`src/rtl/rxn_pkg.sv`:
```
package rxn_pkg;

    localparam int BCD_DIGITS = 4;

    typedef logic [4*BCD_DIGITS-1:0] bcd_word_t;

    localparam bcd_word_t BCD_MAX = {BCD_DIGITS{4'd9}};

    typedef enum logic [2:0] {
        ST_BEST  = 3'd0,
        ST_IDLE  = 3'd1,
        ST_WAIT  = 3'd2,
        ST_RUN   = 3'd3,
        ST_SCORE = 3'd4
    } rxn_state_e;

    // true when every nibble holds a legal decimal digit
    function automatic logic bcd_ok(bcd_word_t w);
        logic ok;
        ok = 1'b1;
        for (int i = 0; i < BCD_DIGITS; i++) begin
            if (w[4*i +: 4] > 4'd9) ok = 1'b0;
        end
        return ok;
    endfunction

endpackage

```
`src/rtl/rxn_tick_gen.sv`:
```
module rxn_tick_gen #(
    parameter int CLKS_PER_MS = 50000,
    parameter int MS_PER_SEC  = 1000
) (
    input  logic clk,
    input  logic rst,
    input  logic clr,
    output logic ms_tick,
    output logic sec_tick
);
    localparam int MS_W  = $clog2(CLKS_PER_MS + 1);
    localparam int SEC_W = $clog2(MS_PER_SEC + 1);

    logic [MS_W-1:0]  ms_cnt;
    logic [SEC_W-1:0] sec_cnt;

    assign ms_tick  = (ms_cnt == MS_W'(CLKS_PER_MS - 1));
    assign sec_tick = ms_tick && (sec_cnt == SEC_W'(MS_PER_SEC - 1));

    always_ff @(posedge clk) begin
        if (rst || clr) begin
            ms_cnt  <= '0;
            sec_cnt <= '0;
        end else begin
            ms_cnt <= ms_tick ? '0 : ms_cnt + MS_W'(1);
            if (ms_tick) begin
                sec_cnt <= sec_tick ? '0 : sec_cnt + SEC_W'(1);
            end
        end
    end
endmodule

```
`src/rtl/rxn_btn_event.sv`:
```
module rxn_btn_event (
    input  logic clk,
    input  logic rst,
    input  logic btn,
    output logic release_ev
);
    logic sync1_q, sync2_q, prev_q;

    always_ff @(posedge clk) begin
        if (rst) begin
            sync1_q <= 1'b0;
            sync2_q <= 1'b0;
            prev_q  <= 1'b0;
        end else begin
            sync1_q <= btn;
            sync2_q <= sync1_q;
            prev_q  <= sync2_q;
        end
    end

    assign release_ev = prev_q && !sync2_q;
endmodule

```
`src/rtl/rxn_bcd_count.sv`:
```
module rxn_bcd_count
    import rxn_pkg::*;
(
    input  logic      clk,
    input  logic      rst,
    input  logic      clr,
    input  logic      inc,
    output bcd_word_t value
);
    logic [3:0]            dig [BCD_DIGITS];
    logic [BCD_DIGITS-1:0] carry;
    logic                  full;

    assign full     = (value == BCD_MAX);
    assign carry[0] = inc && !full;

    for (genvar i = 0; i < BCD_DIGITS; i++) begin : g_digit
        always_ff @(posedge clk) begin
            if (rst || clr) begin
                dig[i] <= 4'd0;
            end else if (carry[i]) begin
                dig[i] <= (dig[i] == 4'd9) ? 4'd0 : dig[i] + 4'd1;
            end
        end
        assign value[4*i +: 4] = dig[i];
        if (i < BCD_DIGITS - 1) begin : g_carry
            assign carry[i+1] = carry[i] && (dig[i] == 4'd9);
        end
    end
endmodule

```
`src/rtl/rxn_timer_ctrl.sv`:
```
module rxn_timer_ctrl
    import rxn_pkg::*;
#(
    parameter int CLKS_PER_MS = 50000,
    parameter int MS_PER_SEC  = 1000,
    parameter int NUM_LEDS    = 10,
    parameter int DELAY_W     = 3,
    parameter int IDX_W       = $clog2(NUM_LEDS)
) (
    input  logic                    clk,
    input  logic                    rst,
    input  logic                    enable_sw,
    input  logic                    start_btn,
    input  logic [NUM_LEDS-1:0]     stop_sw,
    input  logic [DELAY_W-1:0]      rnd_secs,
    input  logic [IDX_W-1:0]        rnd_led,
    output logic [NUM_LEDS-1:0]     led,
    output logic                    disp_on,
    output logic [4*BCD_DIGITS-1:0] disp_bcd
);
    localparam logic [IDX_W-1:0] TOP_IDX = IDX_W'(NUM_LEDS - 1);

    rxn_state_e          state_q, state_d;
    logic                start_ev, ms_tick, sec_tick, tick_clr;
    logic                cnt_clr, cnt_inc, hit, abort_wait;
    logic [NUM_LEDS-1:0] stop_prev_q, stop_rise, lit_mask;
    logic [IDX_W-1:0]    lit_idx_q, idx_pick;
    logic [DELAY_W-1:0]  dly_q;
    bcd_word_t           run_cnt, best_q;

    rxn_btn_event u_btn (
        .clk        (clk),
        .rst        (rst),
        .btn        (start_btn),
        .release_ev (start_ev)
    );

    rxn_tick_gen #(
        .CLKS_PER_MS (CLKS_PER_MS),
        .MS_PER_SEC  (MS_PER_SEC)
    ) u_tick (
        .clk      (clk),
        .rst      (rst),
        .clr      (tick_clr),
        .ms_tick  (ms_tick),
        .sec_tick (sec_tick)
    );

    rxn_bcd_count u_cnt (
        .clk   (clk),
        .rst   (rst),
        .clr   (cnt_clr),
        .inc   (cnt_inc),
        .value (run_cnt)
    );

    // stop switch edges and lit-LED decode
    assign stop_rise = stop_sw & ~stop_prev_q;
    assign idx_pick  = (rnd_led > TOP_IDX) ? TOP_IDX : rnd_led;

    for (genvar i = 0; i < NUM_LEDS; i++) begin : g_dec
        assign lit_mask[i] = (lit_idx_q == IDX_W'(i));
    end

    assign hit        = |(stop_rise & lit_mask);
    assign abort_wait = start_ev || (|stop_rise);

    // next-state logic
    always_comb begin
        state_d = state_q;
        if (!enable_sw) begin
            state_d = ST_BEST;
        end else begin
            case (state_q)
                ST_BEST:  state_d = ST_IDLE;
                ST_IDLE:  if (start_ev) state_d = ST_WAIT;
                ST_WAIT: begin
                    if (abort_wait)         state_d = ST_IDLE;
                    else if (dly_q == '0)   state_d = ST_RUN;
                end
                ST_RUN:   if (hit) state_d = ST_SCORE;
                ST_SCORE: state_d = ST_SCORE;
                default:  state_d = ST_BEST;
            endcase
        end
    end

    assign tick_clr = (state_d != state_q) && (state_d == ST_WAIT || state_d == ST_RUN);
    assign cnt_clr  = (state_q == ST_WAIT) && (state_d == ST_RUN);
    assign cnt_inc  = (state_q == ST_RUN) && ms_tick;

    always_ff @(posedge clk) begin
        if (rst) begin
            state_q     <= ST_BEST;
            stop_prev_q <= '0;
            lit_idx_q   <= '0;
            dly_q       <= '0;
            best_q      <= BCD_MAX;
        end else begin
            state_q     <= state_d;
            stop_prev_q <= stop_sw;
            if (state_q == ST_IDLE && state_d == ST_WAIT) begin
                dly_q <= rnd_secs;
            end else if (state_q == ST_WAIT && sec_tick && dly_q != '0) begin
                dly_q <= dly_q - DELAY_W'(1);
            end
            if (cnt_clr) begin
                lit_idx_q <= idx_pick;
            end
            if (state_q == ST_SCORE && run_cnt < best_q) begin
                best_q <= run_cnt;
            end
        end
    end

    // outputs
    assign led     = (state_q == ST_RUN) ? lit_mask : '0;
    assign disp_on = (state_q == ST_BEST) || (state_q == ST_RUN) || (state_q == ST_SCORE);

    always_comb begin
        if (state_q == ST_BEST)  disp_bcd = best_q;
        else if (disp_on)        disp_bcd = run_cnt;
        else                     disp_bcd = '0;
    end
endmodule

```
`config.mk`:
```
export PLATFORM = sky130hd
export DESIGN_NAME = rxn_timer_ctrl
export DESIGN_NICKNAME = d
export VERILOG_FILES = /design/src/rtl/rxn_pkg.sv /design/src/rtl/rxn_tick_gen.sv /design/src/rtl/rxn_btn_event.sv /design/src/rtl/rxn_bcd_count.sv /design/src/rtl/rxn_timer_ctrl.sv
export SDC_FILE = /design/constraint.sdc
export NUM_CORES = 1
export LEC_CHECK = 0
export ABC_AREA = 1
export BUFFER_PORTS_ARGS = -buffer_cell sky130_fd_sc_hd__buf_2
export CAP_MARGIN = 20
export CORE_MARGIN = 1.5
export CORE_UTILIZATION = 25
export DETAILED_ROUTE_END_ITERATION = 10
export PLACE_DENSITY = 0.47
export SETUP_SLACK_MARGIN = 0.3
export SLEW_MARGIN = 40
export SYNTH_ARGS = -nofsm -noshare
export SYNTH_HDL_FRONTEND = slang
export SYNTH_SLANG_ARGS = --single-unit
```
`constraint.sdc`:
```
create_clock -name clk -period 2.4 [get_ports clk]
set_input_delay 0.12 -clock clk [delete_from_list [all_inputs] [get_ports clk]]
set_output_delay 0.12 -clock clk [all_outputs]
set_load 0.02 [all_outputs]
```
==> impl_summary.txt, run 1 <==
----------------------------------------------------
[Synthesis]
  Area share of the leading cell type in the synthesized netlist ... 28.3%
  Sequential area share after synthesis ... 38.7%
  Leading post-synthesis cells by instance count ... sky130_fd_sc_hd__inv_1, sky130_fd_sc_hd__nor2_1, sky130_fd_sc_hd__nand2_1, sky130_fd_sc_hd__dfxtp_1, sky130_fd_sc_hd__nand3_1
  Post-synth EDFFs ... 16
  Netlist area before placement ... 4600 sq um
  Largest cells by area after synthesis ... sky130_fd_sc_hd__dfxtp_1, sky130_fd_sc_hd__edfxtp_1, sky130_fd_sc_hd__inv_1, sky130_fd_sc_hd__nor2_1, sky130_fd_sc_hd__nand2_1
  Yosys Warn Count ... 0
  Post-Syn Nets ... 677
  Synth area leader ... sky130_fd_sc_hd__dfxtp_1
  Number of different library cells in the post-synthesis netlist ... 36
  #FFs+latches synth ... 81
  Most frequently used cell type in the post-synthesis netlist ... sky130_fd_sc_hd__inv_1
  Async SR Flop Fraction ... 0%
  Mean Syn Cell Area ... 7.32 sq um
  Synth Flop Type ... sky130_fd_sc_hd__dfxtp_1
  Gate count after technology mapping ... 629

[Hold path]
  Worst Hold Class ... input pin to flip-flop
  Worst Hold Path EP ... stop_prev_q[3]
  Origin of the worst min-delay path ... stop_sw[3]
  Number of cells on the worst hold path ... 3

[Detailed routing]
  DR vias ... 4116
  Residual antenna-violating net count after detailed routing ... 0
  Detailed Routing Iterations Pass 1 ... 4
  Detailed-route vias per instance ... 4.31
  Routed len/inst ... 12.0 um
  Iteration-0 DRC count of the detailed router ... 168
  Drt total wl ... 11500 um
  DRC Markers ... 0

[STA]
  Setup tns final ... 0 ps
  Worst Max-Slew Pin Slew ... 526 ps
  Number of max-slew violations in the final report ... 0
  Headroom to the max-slew limit ... 64.8%
  Minimum period implied by the final worst setup slack ... 2070 ps
  Setup repair after global routing missed its margin ... yes
  Final hold violation count ... 0
  Worst Setup Slack, final ... 330 ps
  FMAX ... 483 MHz
  Share of the clock period used by the worst path ... 86.2%
  Final Skew ... 8.80 ps
  Setup-violating endpoint count in the final report ... 0

[Setup path]
  CP Launch Type ... flip-flop
  Reg2Reg Setup Slack ... 420 ps
  Endpoint class of the critical path ... output port
  Worst-path maximum fanout ... 12
  Reg-to-Reg End ... u_cnt.dig[1][0]
  Number of cell instances on the worst register-to-register path ... 9
  CP Class ... flip-flop to output port
  Data arrival time of the critical path ... 1950 ps
  Crit path from ... state_q[0]
  R2R Path Start ... u_cnt.dig[0][1]
  WP data required ... 2280 ps

[Floorplanning]
  Std cell rows ... 49
  # IOs ... 48
  Core region area ... 18000 sq um
  Overall die height ... 139 um
  Total Die Area ... 19200 sq um
  Starting density of the core ... 25.5%
  Horizontal die dimension ... 139 um

[Clock network]
  Clock tree root buffer cell ... sky130_fd_sc_hd__clkbuf_16
  Clock insertion delay at the later pin of the skew report ... 350 ps
  Clock sink total ... 81
  CTS tree ... yes
  Number of CTS-inserted buffers ... 9
  Clock-pin slew on the worst setup and hold paths ... 70 ps
  Max Buffers Root-to-Sink ... 2
  Number of levels the H-tree was split into ... 3

[Layout]
  Share of post-route cells with drive strength above 1 ... 24.2%
  Area of all placed cells without fillers ... 6110 sq um
  Diodes inserted ... 0
  Count of placed standard cells in the final layout, fillers left out ... 955
  Nets ... 769
  Layout overhead on the synthesized area ... 32.7%

[Global route]
  Number of antenna violations at the first check in global routing ... 0
  Vias in the first global route ... 3797
  Wire length of the first global-routing pass ... 18500 um
  Global route total overflow ... 0
  Global routing usage summed across all routing layers ... 11.9%
  Largest net degree at the start of global routing ... 27

[Placed design]
  HPWL after detailed placement ... 8180 um
  Count of buffers from port buffering ... 47
  Standard cell area after detailed placement ... 5170 sq um
  Weighted congestion reported at the end of routability-driven placement ... 0.800
  Pre-CTS worst setup slack ... 250 ps
  Placed insts ... 906

[Run]
  Total of max-cap violations ... 0

[Power]
  Pwr/cell area ... 525 nW/um^2
  Part of the power in combinational logic ... 8.0%
  Proportion of total power due to net switching ... 24.3%
  Net Sw Power ... 779 uW
  Portion of total power attributed to the clock network ... 47.0%
  Peak VDD IR ... 0.446 mV
  Part of the total power dissipated in sequential elements ... 45.1%
  Internal power ... 2.43 mW
  Static leakage ... 2.73 nW

[Run status]
  Run status ... complete, no violations

----------------------------------------------------
==> power groups by stage <==
stage	Sequential, mW	Combinational (mW)	Clock, mW
3_5_place_dp	1.48	0.209	0
2_1_floorplan	1.47	0.136	0
6_report	1.44	0.255	1.51
3_3_place_gp	1.48	0.209	0
5_1_grt	1.45	0.290	1.60
4_1_cts	1.44	0.230	1.56
==> metal layers <==
layer | track usage [%] | wire (um) | vias up
met5 | 0 | 0 | -
met2 | 18.3 | 5180 | 49
met3 | 3.45 | 377 | 16
met4 | 4.11 | 172 | 0
li1 | - | - | 2198
met1 | 16.1 | 5760 | 1853
==> final cells by class <==
class	instances	area (sq um)
Inverter	110	418
Clock inverter	3	26.3
Tap cell	229	287
Multi-Input combinational cell	426	2550
Fill cell	1959	11900
Timing Repair Buffer	93	729
Clock buffer	13	304
Sequential cell	81	1790
==> placed cells by master, fill, tap and decap left out, drive strengths merged, types with 22 or more instances in the layout <==
cell / instances
nor2: 119
inv: 109
nand2: 105
buf: 80
dfxtp: 65
nand3: 51
ha: 27
nand4: 23
xor2: 22
==> stage by stage <==
step,util (%),hold slack (ps),power [mW]
detailed placement,28.7,344,1.68
floorplan,-,227,1.61
global route,33.9,17.6,3.33
finish,33.9,4.40,3.20
global placement,28.7,331,1.68
CTS,31.6,0.340,3.23
==> state kept, by name (all words and copies together), names as in the netlist, 3 cells and up <==
| name | cells |
|---|---|
| stop_prev_q | 10 |
| u_tick.sec_cnt | 10 |
| u_cnt.dig | 16 |
| u_tick.ms_cnt | 16 |
| lit_idx_q | 4 |
| state_q | 3 |
| dly_q | 3 |
| best_q | 16 |
==> worst max-delay path, cell delays in order, from the launching register on <==
cell and delay, ps:
sky130_fd_sc_hd__dfxtp_4 380, sky130_fd_sc_hd__inv_1 80, sky130_fd_sc_hd__nor3_4 190, sky130_fd_sc_hd__inv_2 70
sky130_fd_sc_hd__buf_4 170, sky130_fd_sc_hd__nand2_2 100, sky130_fd_sc_hd__clkinvlp_4 100, sky130_fd_sc_hd__buf_12 150
sky130_fd_sc_hd__o22ai_1 170, sky130_fd_sc_hd__buf_4 180
==> what timing repair did <==
item                       in CTS  in global routing
cloned                          0                  2
setup buffers                   6                 14
gates resized for setup         8                 72
hold buffers                   11                  0
hold endpoints to repair       11                  0
setup endpoints to repair      21                 81
pin swaps                       2                 21
==> worst max-delay path by stage <==
stage | cells past startpoint | slack (ps) | endpoint
global route | 11 | 210 | u_cnt.dig[3][1]
detailed placement | 11 | 250 | u_cnt.dig[3][1]
CTS | 10 | 310 | u_tick.ms_cnt[14]
floorplan | 8 | 360 | best_q[3]
finish | 9 | 330 | disp_bcd[9]
global placement | 11 | 310 | u_cnt.dig[3][0]
==> cells by family (layout without fill, tap and decap cells) <==
logic type                 after synthesis  in the layout  synth area share, %
DFF                                     81             81                 38.7
buffers and inverters                  122            219                 10.1
adders and majority gates               27             27                 7.34
xor gates and xnor gates                28             28                 5.33
and+or+nand+nor                        323            323                 32.4
AOI/OAI and AO/OA                       48             48                 6.04
Note: power is estimated with default switching activity, not from simulation.
==> run 2: changes to the inputs <==
--- a/config.mk
+++ b/config.mk
@@ -5,13 +5,13 @@
 export SDC_FILE = /design/constraint.sdc
 export NUM_CORES = 1
 export LEC_CHECK = 0
-export ABC_AREA = 1
 export BUFFER_PORTS_ARGS = -buffer_cell sky130_fd_sc_hd__buf_2
 export CAP_MARGIN = 20
 export CORE_MARGIN = 1.5
 export CORE_UTILIZATION = 25
+export CTS_BUF_LIST = sky130_fd_sc_hd__clkbuf_16
 export DETAILED_ROUTE_END_ITERATION = 10
-export PLACE_DENSITY = 0.47
+export PLACE_DENSITY = 0.48
 export SETUP_SLACK_MARGIN = 0.3
 export SLEW_MARGIN = 40
 export SYNTH_ARGS = -nofsm -noshare
==> run 2 against run 1 <==
Net effect: synthesized cell count decreased by 23%; routed wire length is 5.1% lower; count of clock-buffer cells in the layout shrank 4; clock power shrank 3%; sequential share of layout area up 0.87 points; via count is 9.4% lower; non-clock buffer count increased by 1; die area shrank 3.6%; critical endpoint is now u_tick.ms_cnt[9]; largest power group unchanged; highest routed layer unchanged.
==> impl_summary.txt, run 2 <==
----------------------------------------------------
[Floorplanning]
  Starting density of the core ... 25.6% (was 25.5%)
  # IOs ... 48 (unchanged)
  Core region area ... 17300 sq um (was 18000 sq um)
  Std cell rows ... 48 (was 49)
  Total Die Area ... 18500 sq um (was 19200 sq um)
  Horizontal die dimension ... 136 um (was 139 um)
  Overall die height ... 136 um (was 139 um)

[Layout]
  Layout overhead on the synthesized area ... 33.7% (was 32.7%)
  Share of post-route cells with drive strength above 1 ... 29.1% (was 24.2%)
  Nets ... 623 (was 769)
  Highest-count cells in the layout ignoring fill and taps ... sky130_fd_sc_hd__nor2_1, sky130_fd_sc_hd__dfxtp_1, sky130_fd_sc_hd__buf_2 (was sky130_fd_sc_hd__inv_1, sky130_fd_sc_hd__nor2_1, sky130_fd_sc_hd__nand2_1)
  Registers with the most flip-flops ... best_q x16, u_cnt.dig x16, u_tick.ms_cnt x16 (unchanged)
  Commonest non-fill, non-tap cell in the layout ... sky130_fd_sc_hd__nor2_1 (was sky130_fd_sc_hd__inv_1)
  Diodes inserted ... 0 (unchanged)

[Synthesis]
  Mean Syn Cell Area ... 9.15 sq um (was 7.32 sq um)
  #FFs+latches synth ... 81 (unchanged)
  Largest cells by area after synthesis ... sky130_fd_sc_hd__dfxtp_1, sky130_fd_sc_hd__edfxtp_1, sky130_fd_sc_hd__ha_1, sky130_fd_sc_hd__nor2_1, sky130_fd_sc_hd__xnor2_1 (was sky130_fd_sc_hd__dfxtp_1, sky130_fd_sc_hd__edfxtp_1, sky130_fd_sc_hd__inv_1, sky130_fd_sc_hd__nor2_1, sky130_fd_sc_hd__nand2_1)
  Most frequently used cell type in the post-synthesis netlist ... sky130_fd_sc_hd__nor2_1 (was sky130_fd_sc_hd__inv_1)
  Number of different library cells in the post-synthesis netlist ... 54 (was 36)
  Leading post-synthesis cells by instance count ... sky130_fd_sc_hd__nor2_1, sky130_fd_sc_hd__dfxtp_1, sky130_fd_sc_hd__inv_1, sky130_fd_sc_hd__ha_1, sky130_fd_sc_hd__nand2_1 (was sky130_fd_sc_hd__inv_1, sky130_fd_sc_hd__nor2_1, sky130_fd_sc_hd__nand2_1, sky130_fd_sc_hd__dfxtp_1, sky130_fd_sc_hd__nand3_1)
  Async SR Flop Fraction ... 0% (unchanged)
  Netlist area before placement ... 4430 sq um (was 4600 sq um)
  Area share of the leading cell type in the synthesized netlist ... 29.4% (was 28.3%)
  Post-synth EDFFs ... 16 (unchanged)
  Gate count after technology mapping ... 484 (was 629)
  Post-Syn Nets ... 532 (was 677)
  Yosys Warn Count ... 0 (unchanged)
  Synth Flop Type ... sky130_fd_sc_hd__dfxtp_1 (unchanged)
  Sequential area share after synthesis ... 40.2% (was 38.7%)
  Synth area leader ... sky130_fd_sc_hd__dfxtp_1 (unchanged)

[Detailed routing]
  DR vias ... 3729 (was 4116)
  Detailed-route vias per instance ... 4.63 (was 4.31)
  Iteration-0 DRC count of the detailed router ... 138 (was 168)
  Drt total wl ... 10900 um (was 11500 um)
  Detailed Routing Iterations Pass 1 ... 4 (unchanged)
  Residual antenna-violating net count after detailed routing ... 0 (unchanged)
  Routed len/inst ... 13.6 um (was 12.0 um)
  DRC Markers ... 0 (unchanged)

[Global route]
  Global routing usage summed across all routing layers ... 12.4% (was 11.9%)
  Largest net degree at the start of global routing ... 26 (was 27)
  Number of antenna violations at the first check in global routing ... 0 (unchanged)
  Global route total overflow ... 0 (unchanged)
  Wire length of the first global-routing pass ... 17900 um (was 18500 um)
  Vias in the first global route ... 3721 (was 3797)

[Clock network]
  CTS tree ... yes (unchanged)
  Number of levels the H-tree was split into ... 3 (unchanged)
  Clock tree root buffer cell ... sky130_fd_sc_hd__clkbuf_16 (unchanged)
  Clock sink total ... 81 (unchanged)
  Clock insertion delay at the later pin of the skew report ... 350 ps (about the same)
  Number of CTS-inserted buffers ... 9 (unchanged)
  Clock-pin slew on the worst setup and hold paths ... 60 ps (was 70 ps)
  Max Buffers Root-to-Sink ... 2 (unchanged)

[STA]
  Fin Hold WS ... 10.5 ps (was 4.40 ps)
  Headroom to the max-slew limit ... 68.6% (was 64.8%)
  Final Skew ... 8.42 ps (was 8.80 ps)
  FMAX ... 420 MHz (was 483 MHz)
  Number of max-slew violations in the final report ... 0 (unchanged)
  Final hold violation count ... 0 (unchanged)
  Worst Setup Slack, final ... 17.0 ps (was 330 ps)
  Setup-violating endpoint count in the final report ... 0 (unchanged)
  Share of the clock period used by the worst path ... 99.3% (was 86.2%)
  Setup repair after global routing missed its margin ... yes (unchanged)
  Minimum period implied by the final worst setup slack ... 2380 ps (was 2070 ps)
  Worst Max-Slew Pin Slew ... 471 ps (was 526 ps)

[Setup path]
  Worst-path maximum fanout ... 8 (was 12)
  Data arrival time of the critical path ... 2670 ps (was 1950 ps)
  CP Class ... flip-flop to flip-flop (was flip-flop to output port)
  CP Launch Type ... flip-flop (unchanged)
  WP data required ... 2690 ps (was 2280 ps)
  Endpoint class of the critical path ... flip-flop (was output port)

[Power]
  Static leakage ... 2.36 nW (was 2.73 nW)
  Total power ... 3.15 mW (was 3.20 mW)
  Pwr/cell area ... 532 nW/um^2 (was 525 nW/um^2)
  Peak VDD IR ... 0.327 mV (was 0.446 mV)

[Placed design]
  Weighted congestion reported at the end of routability-driven placement ... 0.815 (was 0.800)
  Pre-CTS worst setup slack ... -49.2 ps (was 250 ps)
  HPWL after detailed placement ... 7780 um (was 8180 um)
  Count of buffers from port buffering ... 47 (unchanged)

[Run]
  Total of max-cap violations ... 0 (unchanged)

[Run status]
  Run status ... complete, no violations (unchanged)

[Hold path]
  Worst Hold Class ... input pin to flip-flop (unchanged)

----------------------------------------------------
## run 2: cell count changes after synthesis, moves of 15 or more
cell / before / now
sky130_fd_sc_hd__nand3_1: 49 / 15
sky130_fd_sc_hd__nand2_1: 101 / 24
sky130_fd_sc_hd__a22o_1: 0 / 16
sky130_fd_sc_hd__nand4_1: 21 / 6
sky130_fd_sc_hd__nor2b_1: 0 / 21
sky130_fd_sc_hd__inv_1: 108 / 29
sky130_fd_sc_hd__nor2_1: 103 / 73
## run 2: report_power, final
part           internal [mW]  switching (mW)  total [mW]  leakage [nW]
clock                  0.900           0.559        1.46         0.148
combinational          0.121           0.136       0.257          1.51
sequential              1.41          0.0211        1.44         0.697
total                   2.43           0.716        3.15          2.36
## run 2: what timing repair did
item,4_1_cts,5_1_grt
buffers inserted,7,4
gates resized for setup,40,42
endpoints found under the hold margin,6,0
hold buffers,6,0
setup endpoints to repair,84,103
pin swaps,27,12
gates cloned,3,0
## run 2: area by class of cell
type,count,area (sq um)
well taps,225,282
flip-flops and latches,81,1790
repair buffers,94,693
clock buffers,9,225
clock inverters,7,86.3
inverters,29,109
fillers,1774,11400
multi-input cells,360,2740
## run 2: per-stage QoR
| stage | util (%) | area, sq um | cells | TNS (ps) |
|---|---|---|---|---|
| after CTS | 33.1 | 5730 | 801 | 0 |
| final | 34.2 | 5920 | 805 | 0 |
| after detailed placement | 29.6 | 5110 | 769 | -404 |
| after global routing | 34.2 | 5920 | 805 | -497 |
| after floorplan | - | 4470 | 484 | 0 |
| after global placement | 29.6 | 5110 | 769 | -111 |
## run 2: per-layer routing
layer / track usage [%] / up-vias / share of wire [%]
li1: - / 1878 / -
met1: 14.3 / 1780 / 44
met2: 22.0 / 61 / 51
met3: 3.50 / 10 / 3.6
met4: 4.20 / 0 / 1.2
met5: 0 / - / 0
## run 2: worst max-delay path, stage by stage (launching register included)
cell                      delay, ps
sky130_fd_sc_hd__dfxtp_2        320
sky130_fd_sc_hd__nor2b_2         40
sky130_fd_sc_hd__or4_4          540
sky130_fd_sc_hd__or4_4          560
sky130_fd_sc_hd__o22ai_4        170
sky130_fd_sc_hd__or3b_4         450
sky130_fd_sc_hd__buf_16         180
sky130_fd_sc_hd__nor2_4          70
## run 2: path summary, 6_finish.rpt
path | from | to | slack [ps] | cells after the start
setup / recovery | stop_prev_q[0] | u_tick.ms_cnt[9] | 20 | 7
hold / removal | stop_sw[0] | stop_prev_q[0] | 10 | 2
setup reg to reg | stop_prev_q[0] | u_tick.ms_cnt[9] | 20 | 7
hold reg to reg | u_btn.sync1_q | u_btn.sync2_q | 450 | 1
## run 2: logic make-up (layout without fill, tap and decap cells)
group | count (synthesis) | count (layout) | share of synthesized area, %
AOI/OAI and AO/OA | 67 | 67 | 11.5
adders and majority gates | 27 | 27 | 7.62
DFF | 81 | 81 | 40.2
and+or+nand+nor | 222 | 222 | 27.3
xor gates and xnor gates | 30 | 30 | 5.93
buffers and inverters | 43 | 139 | 4.21
muxes | 14 | 14 | 3.19
